File: src/rtl/hs_pkg.sv
package hs_pkg;
  typedef struct packed {
    logic tack_n;
    logic tip_n;
  } hs_pair_t;

  localparam hs_pair_t HS_IDLE = '{tack_n: 1'b1, tip_n: 1'b1};
endpackage

File: src/rtl/hs_sampler.sv
module hs_sampler
  import hs_pkg::*;
(
  input  logic clk,
  input  logic rst_n,
  input  logic tip_n,
  input  logic tack_n,
  output logic prev_tip_n,
  output logic prev_tack_n,
  output logic pair_chg
);
  hs_pair_t cur, prev;

  assign cur = '{tack_n: tack_n, tip_n: tip_n};

  always_ff @(posedge clk) begin
    if (!rst_n) prev <= HS_IDLE;
    else        prev <= cur;
  end

  assign prev_tip_n  = prev.tip_n;
  assign prev_tack_n = prev.tack_n;
  assign pair_chg    = (cur != prev);
endmodule

File: src/rtl/hs_irq_delay.sv
module hs_irq_delay #(
  parameter int DLY_CYC = 16
) (
  input  logic clk,
  input  logic rst_n,
  input  logic trig,
  output logic irq
);
  localparam int CW = $clog2(DLY_CYC + 1);
  logic [CW-1:0] cnt;

  always_ff @(posedge clk) begin
    if (!rst_n) begin
      cnt <= '0;
      irq <= 1'b0;
    end else begin
      irq <= !trig && (cnt == CW'(1));
      if (trig)            cnt <= CW'(DLY_CYC);
      else if (cnt != '0)  cnt <= cnt - CW'(1);
    end
  end
endmodule

File: src/rtl/hs_ib_buffer.sv
module hs_ib_buffer #(
  parameter int DEPTH = 16
) (
  input  logic       clk,
  input  logic       rst_n,
  input  logic       wr,
  input  logic [7:0] wr_data,
  input  logic       wr_last,
  input  logic       pop,
  output logic [7:0] pop_data,
  output logic       has_data,
  output logic       is_last,
  output logic       commit
);
  localparam int AW = $clog2(DEPTH);
  localparam int LW = $clog2(DEPTH + 1);

  logic [7:0]    mem [DEPTH];
  logic [AW-1:0] fill;
  logic [LW-1:0] len, rd;

  assign has_data = (rd < len);
  assign is_last  = (rd + LW'(1) == len);
  assign pop_data = mem[rd[AW-1:0]];
  assign commit   = wr && (wr_last || fill == AW'(DEPTH - 1));

  always_ff @(posedge clk) begin
    if (wr) mem[fill] <= wr_data;
  end

  always_ff @(posedge clk) begin
    if (!rst_n) begin
      fill <= '0;
      len  <= '0;
      rd   <= '0;
    end else if (commit) begin
      fill <= '0;
      len  <= LW'(fill) + LW'(1);
      rd   <= '0;
    end else begin
      if (wr)  fill <= fill + AW'(1);
      if (pop) rd   <= rd + LW'(1);
    end
  end
endmodule

File: src/rtl/hs_engine.sv
module hs_engine #(
  parameter int OB_DEPTH = 16,
  parameter int IB_DEPTH = 16,
  parameter int DLY_CYC  = 16,
  localparam int OLW = $clog2(OB_DEPTH + 1),
  localparam int OAW = $clog2(OB_DEPTH)
) (
  input  logic           clk,
  input  logic           rst_n,
  input  logic           tip_n,
  input  logic           tack_n,
  input  logic           dir_out,
  input  logic [7:0]     sr_wdata,
  output logic [7:0]     sr_q,
  output logic           treq_n,
  output logic           sr_irq,
  output logic           hold,
  input  logic           in_valid,
  output logic           in_ready,
  input  logic [7:0]     in_data,
  input  logic           in_last,
  output logic           pkt_rcvd,
  output logic [OLW-1:0] pkt_len,
  input  logic [OAW-1:0] rd_idx,
  output logic [7:0]     rd_byte
);
  logic prev_tip_n, prev_tack_n, pair_chg;
  logic ib_has, ib_last, ib_commit;
  logic [7:0] ib_byte;
  logic ev_out, ev_in, ev_sync, ev_end, sched;
  logic [OLW-1:0] ob_idx;
  logic [7:0] ob_mem [OB_DEPTH];

  hs_sampler u_smp (
    .clk(clk), .rst_n(rst_n), .tip_n(tip_n), .tack_n(tack_n),
    .prev_tip_n(prev_tip_n), .prev_tack_n(prev_tack_n), .pair_chg(pair_chg)
  );

  assign in_ready = !ib_has;

  hs_ib_buffer #(.DEPTH(IB_DEPTH)) u_ib (
    .clk(clk), .rst_n(rst_n),
    .wr(in_valid && in_ready), .wr_data(in_data), .wr_last(in_last),
    .pop(ev_in), .pop_data(ib_byte), .has_data(ib_has),
    .is_last(ib_last), .commit(ib_commit)
  );

  // event decode
  assign ev_out  = !tip_n && dir_out  && pair_chg && (ob_idx < OLW'(OB_DEPTH));
  assign ev_in   = !tip_n && !dir_out && pair_chg && ib_has;
  assign ev_sync = tip_n && prev_tip_n && (tack_n != prev_tack_n);
  assign ev_end  = tip_n && !prev_tip_n;
  assign sched   = ev_out || ev_in || ev_sync || ev_end;

  hs_irq_delay #(.DLY_CYC(DLY_CYC)) u_dly (
    .clk(clk), .rst_n(rst_n), .trig(sched), .irq(sr_irq)
  );

  always_ff @(posedge clk) begin
    if (ev_out) ob_mem[ob_idx[OAW-1:0]] <= sr_wdata;
  end
  assign rd_byte = ob_mem[rd_idx];

  always_ff @(posedge clk) begin
    if (!rst_n) begin
      ob_idx   <= '0;
      pkt_len  <= '0;
      pkt_rcvd <= 1'b0;
      hold     <= 1'b0;
      treq_n   <= 1'b1;
      sr_q     <= '0;
    end else begin
      pkt_rcvd <= ev_end && (ob_idx != '0);
      if (ev_end) begin
        ob_idx  <= '0;
        pkt_len <= ob_idx;
      end else if (ev_out) begin
        ob_idx <= ob_idx + OLW'(1);
      end

      if (ev_out && ob_idx == '0)  hold <= 1'b1;
      else if (ev_in && ib_last)   hold <= 1'b0;

      if (ev_in) sr_q <= ib_byte;

      if (ib_commit && tip_n)      treq_n <= 1'b0;
      else if (ev_in && ib_last)   treq_n <= 1'b1;
      else if (ev_sync)            treq_n <= tack_n;
      else if (tip_n && ib_has)    treq_n <= 1'b0;
    end
  end
endmodule

File: config.mk
export PLATFORM = sky130hd
export DESIGN_NAME = hs_engine
export DESIGN_NICKNAME = d
export VERILOG_FILES = /design/src/rtl/hs_pkg.sv /design/src/rtl/hs_sampler.sv /design/src/rtl/hs_irq_delay.sv /design/src/rtl/hs_ib_buffer.sv /design/src/rtl/hs_engine.sv
export SDC_FILE = /design/constraint.sdc
export NUM_CORES = 1
export LEC_CHECK = 0
export CAP_MARGIN = 20
export CORE_MARGIN = 3
export CORE_UTILIZATION = 65
export DETAILED_ROUTE_END_ITERATION = 10
export PLACE_DENSITY_LB_ADDON = 0.08
export SETUP_SLACK_MARGIN = 0.1
export SLEW_MARGIN = 20
export SYNTH_ARGS = -nofsm -noshare
export SYNTH_HDL_FRONTEND = slang
export SYNTH_SLANG_ARGS = --single-unit
File: constraint.sdc
create_clock -name clk -period 5.6 [get_ports clk]
set_input_delay 0.84 -clock clk [delete_from_list [all_inputs] [get_ports clk]]
set_output_delay 0.84 -clock clk [all_outputs]
set_load 0.02 [all_outputs]
Word-level counts from Yosys, hierarchy flattened
Memories as Yosys holds them, arrays and structs flattened. A register that Yosys moved wholly into a read port is not among the register bits.
Cells that the tools add are included.
{"block": "word_totals", "regBits": 35, "ramBits": 256, "in_bits": 27, "out_inout_bits": 26, "word_cells": 76, "memories": 2}
{"name": "ob_mem", "words": 16, "word_bits": 8, "rd": 1, "rd_clocked_by_memory_dff": 0, "wr": 1, "line": "hs_engine.sv:32", "rtl": "logic [7:0] ob_mem [OB_DEPTH];"}
{"name": "u_ib.mem", "words": 16, "word_bits": 8, "rd": 1, "rd_clocked_by_memory_dff": 1, "wr": 1, "line": "hs_ib_buffer.sv:18", "rtl": "logic [7:0] mem [DEPTH];"}
{"block": "classes", "addsub": 5, "magnitude_cmp": 2, "eq_ne": 5, "n_mux": 12, "bitwise_logic": 1, "n_reduce_logical": 36}
{"cell": "$logic_and 1x1->1", "n": 17}
{"cell": "$add 5x1->5 const B", "n": 2}
{"cell": "$mux 1", "n": 10}
{"cell": "$mux 5", "n": 2}
{"cell": "$reduce_bool 5->1", "n": 2}
{"cell": "$logic_not 1->1", "n": 6}
{"cell": "$reduce_or 2->1", "n": 3}
{"cell": "$add 4x1->5 const B", "n": 1}
{"cell": "$eq 5x1->1 const B", "n": 1}
{"cell": "$eq 5x5->1", "n": 1}
{"cell": "$logic_not 5->1", "n": 1}
{"cell": "$lt 5x5->1", "n": 1}
{"cell": "$lt 5x5->1 const B", "n": 1}
{"cell": "$sub 5x1->5 const B", "n": 1}
{"cell": "$add 4x1->4 const B", "n": 1}
{"cell": "$eq 4x4->1 const B", "n": 1}
{"cell": "$logic_or 1x1->1", "n": 4}
{"cell": "$reduce_bool 2->1", "n": 2}
{"cell": "$reduce_bool 4->1", "n": 1}
{"cell": "$ne 2x2->1", "n": 1}
{"cell": "$ne 1x1->1", "n": 1}
{"cell": "$not 1->1", "n": 1}

Longest topological paths before layout
Gate-level depths: netlist of run 1.
{"block": "logic_depth", "depth_word": 9, "mapped_depth": 11, "mapped_depth_nobuf": 7}

Cells and area by module
A second synthesis of run 1 with hierarchy kept.
{"block": "unflattened", "hier_cells": 670, "hier_area_um2": 12150.4}
{"mod": "hs_ib_buffer", "n_inst": 1, "cells_per_inst": 317, "area_each_um2": 5905.7, "seq_area_each_um2": 4204.0}
{"mod": "hs_engine", "n_inst": 1, "cells_per_inst": 319, "area_each_um2": 5900.7, "seq_area_each_um2": 4264.1}
{"mod": "hs_irq_delay", "n_inst": 1, "cells_per_inst": 27, "area_each_um2": 270.3, "seq_area_each_um2": 120.1}
{"mod": "hs_sampler", "n_inst": 1, "cells_per_inst": 7, "area_each_um2": 73.8, "seq_area_each_um2": 40.0}

Worst setup path after synthesis of run 1
OpenSTA, ideal clock, no wires.
{"block": "synth_path", "kind": "in2out", "startpoint": "in rd_idx[0]", "endpoint": "out rd_byte[0]", "t_arrival_ns": 2.423, "setup_slack_ns": 2.337, "path_stages": 4, "cell_sequence": "clkbuf_1 buf_2 mux4_2 mux4_2"}
{"block": "synth_between", "elab_chain_cells": 1}
{"element": "start, declared", "line": "hs_engine.sv:24", "rtl": "input logic [OAW-1:0] rd_idx,"}
{"element": "$mem_v2 16x8"}
{"element": "end, declared", "line": "hs_engine.sv:25", "rtl": "output logic [7:0] rd_byte"}
No other way between the ends.

Worst setup path in the final report of run 1
{"block": "layout_path", "startpoint": "in rd_idx[1]", "endpoint": "out rd_byte[6]"}
The elaborated chain is that of the path after synthesis.

==> flow_summary.toml, run 1 <==
[floorplan]
die_width_um = 142
die_footprint_sq_um = 20000
die_height_um = 142
fp.coreArea_sq_um = 17700
floorplan.initialDensity = 0.677
num_rows = 48
boundaryPins = 53

[final_layout]
fillCellCount = 1015
post_route_cells_drive_above_1_share = 0.187
layout.cells.most_common = "sky130_fd_sc_hd__edfxtp_1"
fin_util = 0.768
final_cell_count_no_fill = 958
final_cell_mix = "sky130_fd_sc_hd__edfxtp_1, sky130_fd_sc_hd__mux4_2, sky130_fd_sc_hd__clkdlybuf4s50_1"
area_delta_synth_final_pct = 13.5
fin_nets = 757
antenna-diode-count = 0

[power]
vdd_drop_max_mv = 0.311
power_leakage_nw = 4.43
power.density_nw_per_um2 = 349

[sta]
hold_viol_final = 0
fin_crit_sh = 0.729
fmax_ghz = 0.245
fin_tns_setup_ps = 0
unrepaired_setup_endpoints_after_global_routing = "false"
slew_violations = 0
final_period_minus_worst_setup_slack_ps = 4080
slew-limit-headroom = 0.250
timing.clock.skew_ps = 6.17
timing_worst_slew_pin_value_ps = 1120
setup_viol_count_final = 0

[placed_design]
gp_congestion = 0.810
dp_hpwl_mm = 15.0
place_inst = 905
port_buffers = 52

[worst_setup_path]
timing.critical_path.to_type = "output pin"
timing.critical_path.fanout_max = 32
cp.arrival_ps = 3240
r2r_end = "u_ib.mem[10][1]$_DFFE_PP_"
timing.reg2reg.setup_slack_ps = 2680
critical_path_required_ps = 4760
worstSetupStartpointType = "primary input"
r2r-start = "u_ib.rd[2]$_SDFFE_PP0P_"
cp-startpoint = "rd_idx[1]"
worst-setup-path-type = "primary input to output pin"
ff2ff_path_depth = 5

[synthesis]
yosysWarningCount = 0
synth_area_per_cell_sq_um = 18.3
synth-edff-count = 256
ys_ff_latch = 299
netlist_instances = 653
synth_fp_nets = 699
ys_seq_area_frac = 0.715
ys_async_sr_fraction = 0
synth_flop_cell = "sky130_fd_sc_hd__edfxtp_1"
number_of_distinct_library_cells_after_synthesis = 44
total_standard_cell_area_after_synthesis_sq_um = 11900

[flow_run]
max_cap_violations = 0

[worst_hold_path]
holdPathEnd = "sr_q[1]$_SDFFE_PN0P_"
whs_path_depth = 2
min_path_type = "register to register"
worstHoldStart = "sr_q[1]$_SDFFE_PN0P_"

[clock_network]
post_cts.repair.setup_buffers = 0
clk_transition_reported_paths_ps = 60
cts_made_buffers = 29
h_tree_levels = 1
clk-insertion-delay-late_ps = 520
clock-root-buffer = "sky130_fd_sc_hd__clkbuf_16"
max-clock-path-buffers = 3
holdBufCountCts = 0
cts-resized-gates = 0
tritoncts = "yes"
numClockSinks = 299

[outcome]
status = "complete, no violations"

[routing]
final_antenna_net_count = 0
dr.pass1.iters = 5
number_of_violations_reported_at_the_end_of_detailed_routing_iteration_0 = 609
routed_wire_length_per_instance_um = 26.0
post_route_drc = 0
route.detailed.vias_per_inst = 6.52
vias = 6244
postRouteWirelength_mm = 24.9

[grt]
antenna_violations_before_repair = 2
first_global_vias = 6417
grt_first_pass_wirelength_mm = 38.6
grt_start_max_net_pins = 41
track_usage = 0.260
leftover_overflow_at_the_end_of_global_routing = 0
-- state kept, by name, indices dropped and copies added, names as in the netlist, 4 cells and up --
register,cells
ob_idx,5
ob_mem,128
pkt_len,5
sr_q,8
u_dly.cnt,5
u_ib.fill,4
u_ib.len,5
u_ib.mem,128
u_ib.rd,5
-- stage by stage --
stage	setup WS (ps)	cell area (sq um)	hold WS (ps)	total power, mW
final	1520	13600	488	4.74
after global routing	1460	13600	501	4.90
after CTS	1530	13500	489	4.76
after detailed placement	1560	12700	472	2.96
after global placement	1660	12700	463	2.94
after floorplan	2340	11900	465	2.83
-- critical path, stage by stage --
cell,delay (ps)
sky130_fd_sc_hd__clkdlybuf4s50_1,460
sky130_fd_sc_hd__buf_4,420
sky130_fd_sc_hd__mux4_2,460
sky130_fd_sc_hd__mux4_2,490
sky130_fd_sc_hd__clkdlybuf4s50_1,560
-- logic make-up after synthesis --
kind of cell    count (synthesis)  synth area share
buf+inv                        50            0.0173
fa+ha+maj                      19            0.0199
compound gates                 54            0.0362
simple gates                  132            0.0541
mux                            80             0.142
xor+xnor                       19            0.0146
flops                         299             0.715
-- cells in the mapped netlist (7+ instances only) --
library cell | n | area [sq um]
sky130_fd_sc_hd__edfxtp_1 | 256 | 7690
sky130_fd_sc_hd__mux4_2 | 72 | 1620
sky130_fd_sc_hd__nor2_1 | 49 | 184
sky130_fd_sc_hd__dfxtp_1 | 43 | 861
sky130_fd_sc_hd__nand2_1 | 22 | 82.6
sky130_fd_sc_hd__clkbuf_1 | 19 | 71.3
sky130_fd_sc_hd__ha_1 | 19 | 238
sky130_fd_sc_hd__a22o_1 | 17 | 149
sky130_fd_sc_hd__and3_1 | 17 | 106
sky130_fd_sc_hd__inv_1 | 17 | 63.8
sky130_fd_sc_hd__nor3_1 | 11 | 55.1
sky130_fd_sc_hd__a21oi_1 | 10 | 50.1
sky130_fd_sc_hd__xnor2_1 | 10 | 87.6
sky130_fd_sc_hd__buf_2 | 9 | 45.0
sky130_fd_sc_hd__mux2i_1 | 8 | 80.1
sky130_fd_sc_hd__o22ai_1 | 8 | 50.1
sky130_fd_sc_hd__xor2_1 | 8 | 70.1
sky130_fd_sc_hd__nor2b_1 | 7 | 43.8
-- worst max path at each step --
| stage | to | cells past startpoint |
|---|---|---|
| floorplan | rd_byte[0] | 4 |
| global placement | rd_byte[2] | 5 |
| detailed placement | ob_mem[9][1]$_DFFE_PP_ | 5 |
| CTS | rd_byte[6] | 5 |
| global route | rd_byte[6] | 5 |
| finish | rd_byte[6] | 5 |
-- where the power goes --
part           leakage, nW  internal [mW]  switching [mW]  total [mW]
Combinational         1.34          0.192           0.231       0.423
Clock                0.429           1.05           0.770        1.82
Sequential            2.66           2.47          0.0310        2.50
Total                 4.43           3.70            1.03        4.74
-- layout make-up --
| class | count | area [sq um] | share of cell area |
|---|---|---|---|
| Sequential cell | 299 | 8550 | 0.630 |
| Multi-Input combinational cell | 304 | 3220 | 0.237 |
| Clock buffer | 40 | 767 | 0.0565 |
| Timing Repair Buffer | 59 | 568 | 0.0419 |
| Tap cell | 225 | 282 | 0.0208 |
| Clock inverter | 13 | 114 | 0.00839 |
| Inverter | 18 | 67.6 | 0.00498 |
-- metal layers --
| metal | vias up | GRT usage | wire length (um) |
|---|---|---|---|
| met2 | 297 | 0.389 | 11800 |
| met3 | 45 | 0.0468 | 2100 |
| met1 | 3190 | 0.408 | 10500 |
| met5 | - | 0 | 27 |
| met4 | 4 | 0.0677 | 470 |
| li1 | 2708 | - | - |
Power figures use the tool's default switching activity.
==> inputs of run 2 (changes only) <==
Settings changed: CORE_UTILIZATION 65 to 54.
Clock period 5.6 ns to 3.3 ns, I/O delays scaled along.
==> run 2 against run 1 <==
Register-to-register slack worse by 1900 ps; hold slack worse by 17 ps; first-iteration DRC count down 12%; largest power group unchanged; largest cell class unchanged; clock skew up 4.1 ps; critical path type unchanged; die area up 19%; sequential power up 69%.
==> flow_summary.toml, run 2 (same netlist as run 1, synthesis figures left out) <==
[outcome]
status = "complete, no violations"

[sta]
final_period_minus_worst_setup_slack_ps = 3130
fin_crit_sh = 0.949
hold_viol_final = 0
setup_viol_count_final = 0
fin_tns_setup_ps = 0
timing.clock.skew_ps = 10.3
timing_worst_slew_pin_value_ps = 750
slew_violations = 0
fmax_ghz = 0.319
unrepaired_setup_endpoints_after_global_routing = "false"
slew-limit-headroom = 0.499

[final_layout]
fin_util = 0.652
antenna-diode-count = 0
final_cell_mix = "sky130_fd_sc_hd__edfxtp_1, sky130_fd_sc_hd__mux4_2, sky130_fd_sc_hd__clkdlybuf4s50_1"
layout.cells.most_common = "sky130_fd_sc_hd__edfxtp_1"
post_route_cells_drive_above_1_share = 0.205
fin_nets = 779
area_delta_synth_final_pct = 16.6

[clock_network]
holdBufCountCts = 0
numClockSinks = 299
clk_transition_reported_paths_ps = 60
clock-root-buffer = "sky130_fd_sc_hd__clkbuf_16"
clk-insertion-delay-late_ps = 540
cts_made_buffers = 31
max-clock-path-buffers = 3
tritoncts = "yes"
post_cts.repair.setup_buffers = 0
h_tree_levels = 1

[placed_design]
port_buffers = 52
dp_hpwl_mm = 15.1
gp_congestion = 0.772

[power]
vdd_drop_max_mv = 0.480
cellInternalPower_mw = 6.68
power.net_switching_mw = 1.78
share_clk_of_total_power = 0.414
sequentialPowerShare = 0.500
power.share.switching = 0.211
power.density_nw_per_um2 = 608
power.share.combinational = 0.086
power_leakage_nw = 4.60

[routing]
vias = 6094
routed_wire_length_per_instance_um = 22.8
number_of_violations_reported_at_the_end_of_detailed_routing_iteration_0 = 536
route.detailed.vias_per_inst = 5.92
highest-signal-layer = "met4"
met2WireLength_mm = 11.1
postRouteWirelength_mm = 23.4
wirelength_met1_mm = 10.8
post_route_drc = 0
wl_met3_mm = 1.29
final_antenna_net_count = 0
dr.pass1.iters = 5

[floorplan]
die_footprint_sq_um = 23900
die_height_um = 155
boundaryPins = 53
num_rows = 53
die_width_um = 155
floorplan.initialDensity = 0.560
fp.coreArea_sq_um = 21400

[grt]
grt_start_max_net_pins = 40
track_usage = 0.202
antenna_violations_before_repair = 0
first_global_vias = 6328
grt_first_pass_wirelength_mm = 37.0
leftover_overflow_at_the_end_of_global_routing = 0

[worst_setup_path]
worst-setup-path-type = "primary input to output pin"
critical_path_required_ps = 2800
timing.critical_path.to_type = "output pin"
worstSetupStartpointType = "primary input"
timing.critical_path.fanout_max = 32
cp.arrival_ps = 2640

[worst_hold_path]
min_path_type = "register to register"

[flow_run]
max_cap_violations = 0
==> run 2: cell types whose count changed in the layout (fill, tap and decap cells not counted), moves of 2 or more <==
cell,delta
sky130_fd_sc_hd__clkinv_1,+7
sky130_fd_sc_hd__bufinv_16,+4
sky130_fd_sc_hd__nor3_1,+3
sky130_fd_sc_hd__clkbuf_1,-8
sky130_fd_sc_hd__clkbuf_16,+2
sky130_fd_sc_hd__buf_12,+2
sky130_fd_sc_hd__nor2_2,-2
sky130_fd_sc_hd__nor2_1,+2
sky130_fd_sc_hd__nor3_2,-3
sky130_fd_sc_hd__buf_4,+18
sky130_fd_sc_hd__clkinv_2,-2
==> run 2: critical path, cell delays in order <==
cell	delay [ps]
sky130_fd_sc_hd__clkdlybuf4s50_1	510
sky130_fd_sc_hd__buf_12	220
sky130_fd_sc_hd__mux4_2	330
sky130_fd_sc_hd__mux4_2	510
sky130_fd_sc_hd__clkdlybuf4s50_1	560
==> run 2: final timing paths <==
path                                                 end  depth (start not counted)                    start  slack [ps]
worst max-delay path                          rd_byte[2]                          5                rd_idx[1]         170
worst min-delay path                sr_q[0]$_SDFFE_PN0P_                          2     sr_q[0]$_SDFFE_PN0P_         470
worst max register to register  u_ib.mem[2][3]$_DFFE_PP_                          6  u_ib.rd[1]$_SDFFE_PP0P_         830
worst min register to register      sr_q[0]$_SDFFE_PN0P_                          2     sr_q[0]$_SDFFE_PN0P_         470
==> run 2: stage by stage <==
| stage | setup WS (ps) | instances | hold WS, ps | cell area (sq um) | power [mW] |
|---|---|---|---|---|---|
| 2_1_floorplan | 532 | 653 | 465 | 11900 | 4.80 |
| 3_3_place_gp | 168 | 975 | 463 | 12900 | 5.01 |
| 3_5_place_dp | 164 | 975 | 471 | 12900 | 5.04 |
| 4_1_cts | 153 | 1030 | 479 | 13900 | 8.54 |
| 5_1_grt | 111 | 1030 | 506 | 13900 | 8.78 |
| 6_report | 170 | 1030 | 472 | 13900 | 8.47 |
==> run 2: routing by layer <==
layer  track usage  vias up
li1              -     2743
met2         0.319      163
met3        0.0325       22
met5             0        -
met1         0.309     3166
met4        0.0336        0
==> run 2: what timing repair did <==
| item | in CTS | in global routing |
|---|---|---|
| gates resized for setup | 0 | 1 |
| endpoints found under the hold margin | 0 | 0 |
| endpoints found under the setup margin | 0 | 1 |
==> run 2: layout make-up <==
cell class	instances	area (sq um)
clock inverters	21	245
flip-flops and latches	299	8550
clock buffers	34	787
repair buffers	79	743
inverters	18	67.6
well taps	275	344
multi-input cells	304	3190
fillers	1456	7420
==> run 2: power by group through the flow <==
stage,Clock (mW),Combinational (mW),Sequential [mW]
after detailed placement,0,0.727,4.31
after global placement,0,0.700,4.31
after global routing,3.75,0.798,4.24
after CTS,3.58,0.730,4.23
final,3.51,0.727,4.23
after floorplan,0,0.487,4.31
==> inputs of run 3 (changes only) <==
Settings changed: CORE_UTILIZATION 54 to 26, TNS_END_PERCENT from default to 1.
==> run 3 against run 2 <==
Sequential power barely moved; register-to-register slack worse by 40 ps; global-route usage down 8.0 points; non-clock buffer count is 3 higher; final cell count rose by 32%; clock power rose by 16%; worst setup slack got worse by 13 ps; critical path depth unchanged; flip-flop and latch count is the same; sequential share of layout area down 2.7 points.
==> flow_summary.toml, run 3 (same netlist as run 1, synthesis figures left out) <==
[outcome]
status = "complete, no violations"

[worst_setup_path]
worstSetupStartpointType = "primary input"
timing.critical_path.max_delay_family = "buffers and inverters"
max_stage_delay_ps = 570
timing.critical_path.slowest_stage_cell = "sky130_fd_sc_hd__clkdlybuf4s50_1"
cp.arrival_ps = 2650
critical_path_required_ps = 2800
timing.critical_path.to_type = "output pin"
ff2ff_path_depth = 8
worst-setup-path-type = "primary input to output pin"
critPathBufInv = 3
critical_path_depth = 5
r2r-start = "u_ib.len[1]$_SDFFE_PN0P_"
timing.critical_path.fanout_max = 32
cp-startpoint = "rd_idx[1]"
critical_path.cell_chain = "clkdlybuf4s50_1, buf_12, mux4_2, mux4_2, clkdlybuf4s50_1"

[final_layout]
antenna-diode-count = 0
final_cell_count_no_fill = 1356
fin_nets = 786
fin_util = 0.325
final_cell_mix = "sky130_fd_sc_hd__edfxtp_1, sky130_fd_sc_hd__mux4_2, sky130_fd_sc_hd__nor2_1, sky130_fd_sc_hd__clkdlybuf4s50_1, sky130_fd_sc_hd__dfxtp_1"
area_delta_synth_final_pct = 21.9
postLayoutCellArea_sq_um = 14600
post_route_cells_drive_above_1_share = 0.223
layout.cells.most_common = "sky130_fd_sc_hd__edfxtp_1"

[sta]
final_period_minus_worst_setup_slack_ps = 3140
slew_violations = 0
timing_worst_slew_pin_value_ps = 909
fin_crit_sh = 0.952
timing.clock.skew_ps = 31.7
setup_viol_count_final = 0
fin_tns_setup_ps = 0
slew-limit-headroom = 0.393
setup_ws_ps = 157
fmax_ghz = 0.318
hold_viol_final = 0
unrepaired_setup_endpoints_after_global_routing = "false"

[power]
power_leakage_nw = 4.73
power.density_nw_per_um2 = 624
vdd_drop_max_mv = 0.313

[placed_design]
gp_congestion = 0.732
place_inst = 1295
dp_hpwl_mm = 18.1
dpl_worst_slack_ps = 96.6
postPlaceCellArea_sq_um = 13300
port_buffers = 52

[floorplan]
fp.coreArea_sq_um = 44800
die_width_um = 220
floorplan.initialDensity = 0.267
die_footprint_sq_um = 48600
boundaryPins = 53
num_rows = 77
die_height_um = 220

[routing]
route.detailed.vias_per_inst = 4.50
routed_wire_length_per_instance_um = 21.1
dr.pass1.iters = 7
postRouteWirelength_mm = 28.7
post_route_drc = 0
number_of_violations_reported_at_the_end_of_detailed_routing_iteration_0 = 353
vias = 6106
final_antenna_net_count = 0

[flow_run]
max_cap_violations = 0

[clock_network]
numClockSinks = 299
max-clock-path-buffers = 3
post_cts.repair.setup_buffers = 0
cts_made_buffers = 35
clock-root-buffer = "sky130_fd_sc_hd__clkbuf_16"
clk-insertion-delay-late_ps = 530
clk_transition_reported_paths_ps = 50
h_tree_levels = 2
tritoncts = "yes"

[grt]
antenna_violations_before_repair = 0
track_usage = 0.122
leftover_overflow_at_the_end_of_global_routing = 0
first_global_vias = 6442
grt_first_pass_wirelength_mm = 42.8
grt_start_max_net_pins = 37

[worst_hold_path]
worstHoldStart = "sr_q[0]$_SDFFE_PN0P_"
min_path_type = "register to register"
whs_path_depth = 2
## run 3: changes by cell type in the layout (fill, tap and decap cells not counted), sizes merged, moves of 2 or more
cell	delta
clkdlybuf4s50	-2
bufinv	+2
clkinv	-4
clkinvlp	+2
buf	+3
clkbuf	+7
## run 3: worst paths after layout
check                                   end  slack [ps]
setup / recovery                 rd_byte[2]         160
hold reg to reg        sr_q[0]$_SDFFE_PN0P_         470
hold / removal         sr_q[0]$_SDFFE_PN0P_         470
setup reg to reg  u_ib.mem[10][0]$_DFFE_PP_         790
## run 3: area by class of cell
| type | instances | area [sq um] |
|---|---|---|
| fillers | 4308 | 30200 |
| flip-flops and latches | 299 | 8550 |
| clock inverters | 20 | 330 |
| inverters | 18 | 67.6 |
| repair buffers | 82 | 779 |
| well taps | 592 | 741 |
| clock buffers | 41 | 898 |
| multi-input cells | 304 | 3200 |
## run 3: layer usage
| metal | wire, um | track usage | up-vias |
|---|---|---|---|
| li1 | - | - | 2759 |
| met1 | 13300 | 0.173 | 3172 |
| met2 | 13400 | 0.189 | 141 |
| met3 | 1460 | 0.0265 | 34 |
| met4 | 557 | 0.0339 | 0 |
| met5 | 0 | 0 | - |
## run 3: where the power goes
part / switching, mW / total [mW] / leakage (nW) / internal (mW)
logic: 0.421 / 0.763 / 1.48 / 0.342
registers: 0.0508 / 4.24 / 2.66 / 4.18
clock network: 1.50 / 4.08 / 0.592 / 2.59
total: 1.97 / 9.08 / 4.73 / 7.11
## run 3: timing repair
action,4_1_cts,5_1_grt
gates cloned,0,0
hold buffers,0,0
endpoints found under the setup margin,1,1
gates resized for setup,1,1
## run 3: through the flow
stage	hold slack, ps	total power [mW]
floorplan	465	4.80
global placement	470	5.07
detailed placement	468	5.09
CTS	474	9.24
global route	506	9.47
finish	471	9.08
## run 3: tightest hold or removal path, cell delays in order (launching register included)
cell	delay, ps
sky130_fd_sc_hd__dfxtp_1	310
sky130_fd_sc_hd__nand2_1	50
sky130_fd_sc_hd__o22ai_1	60
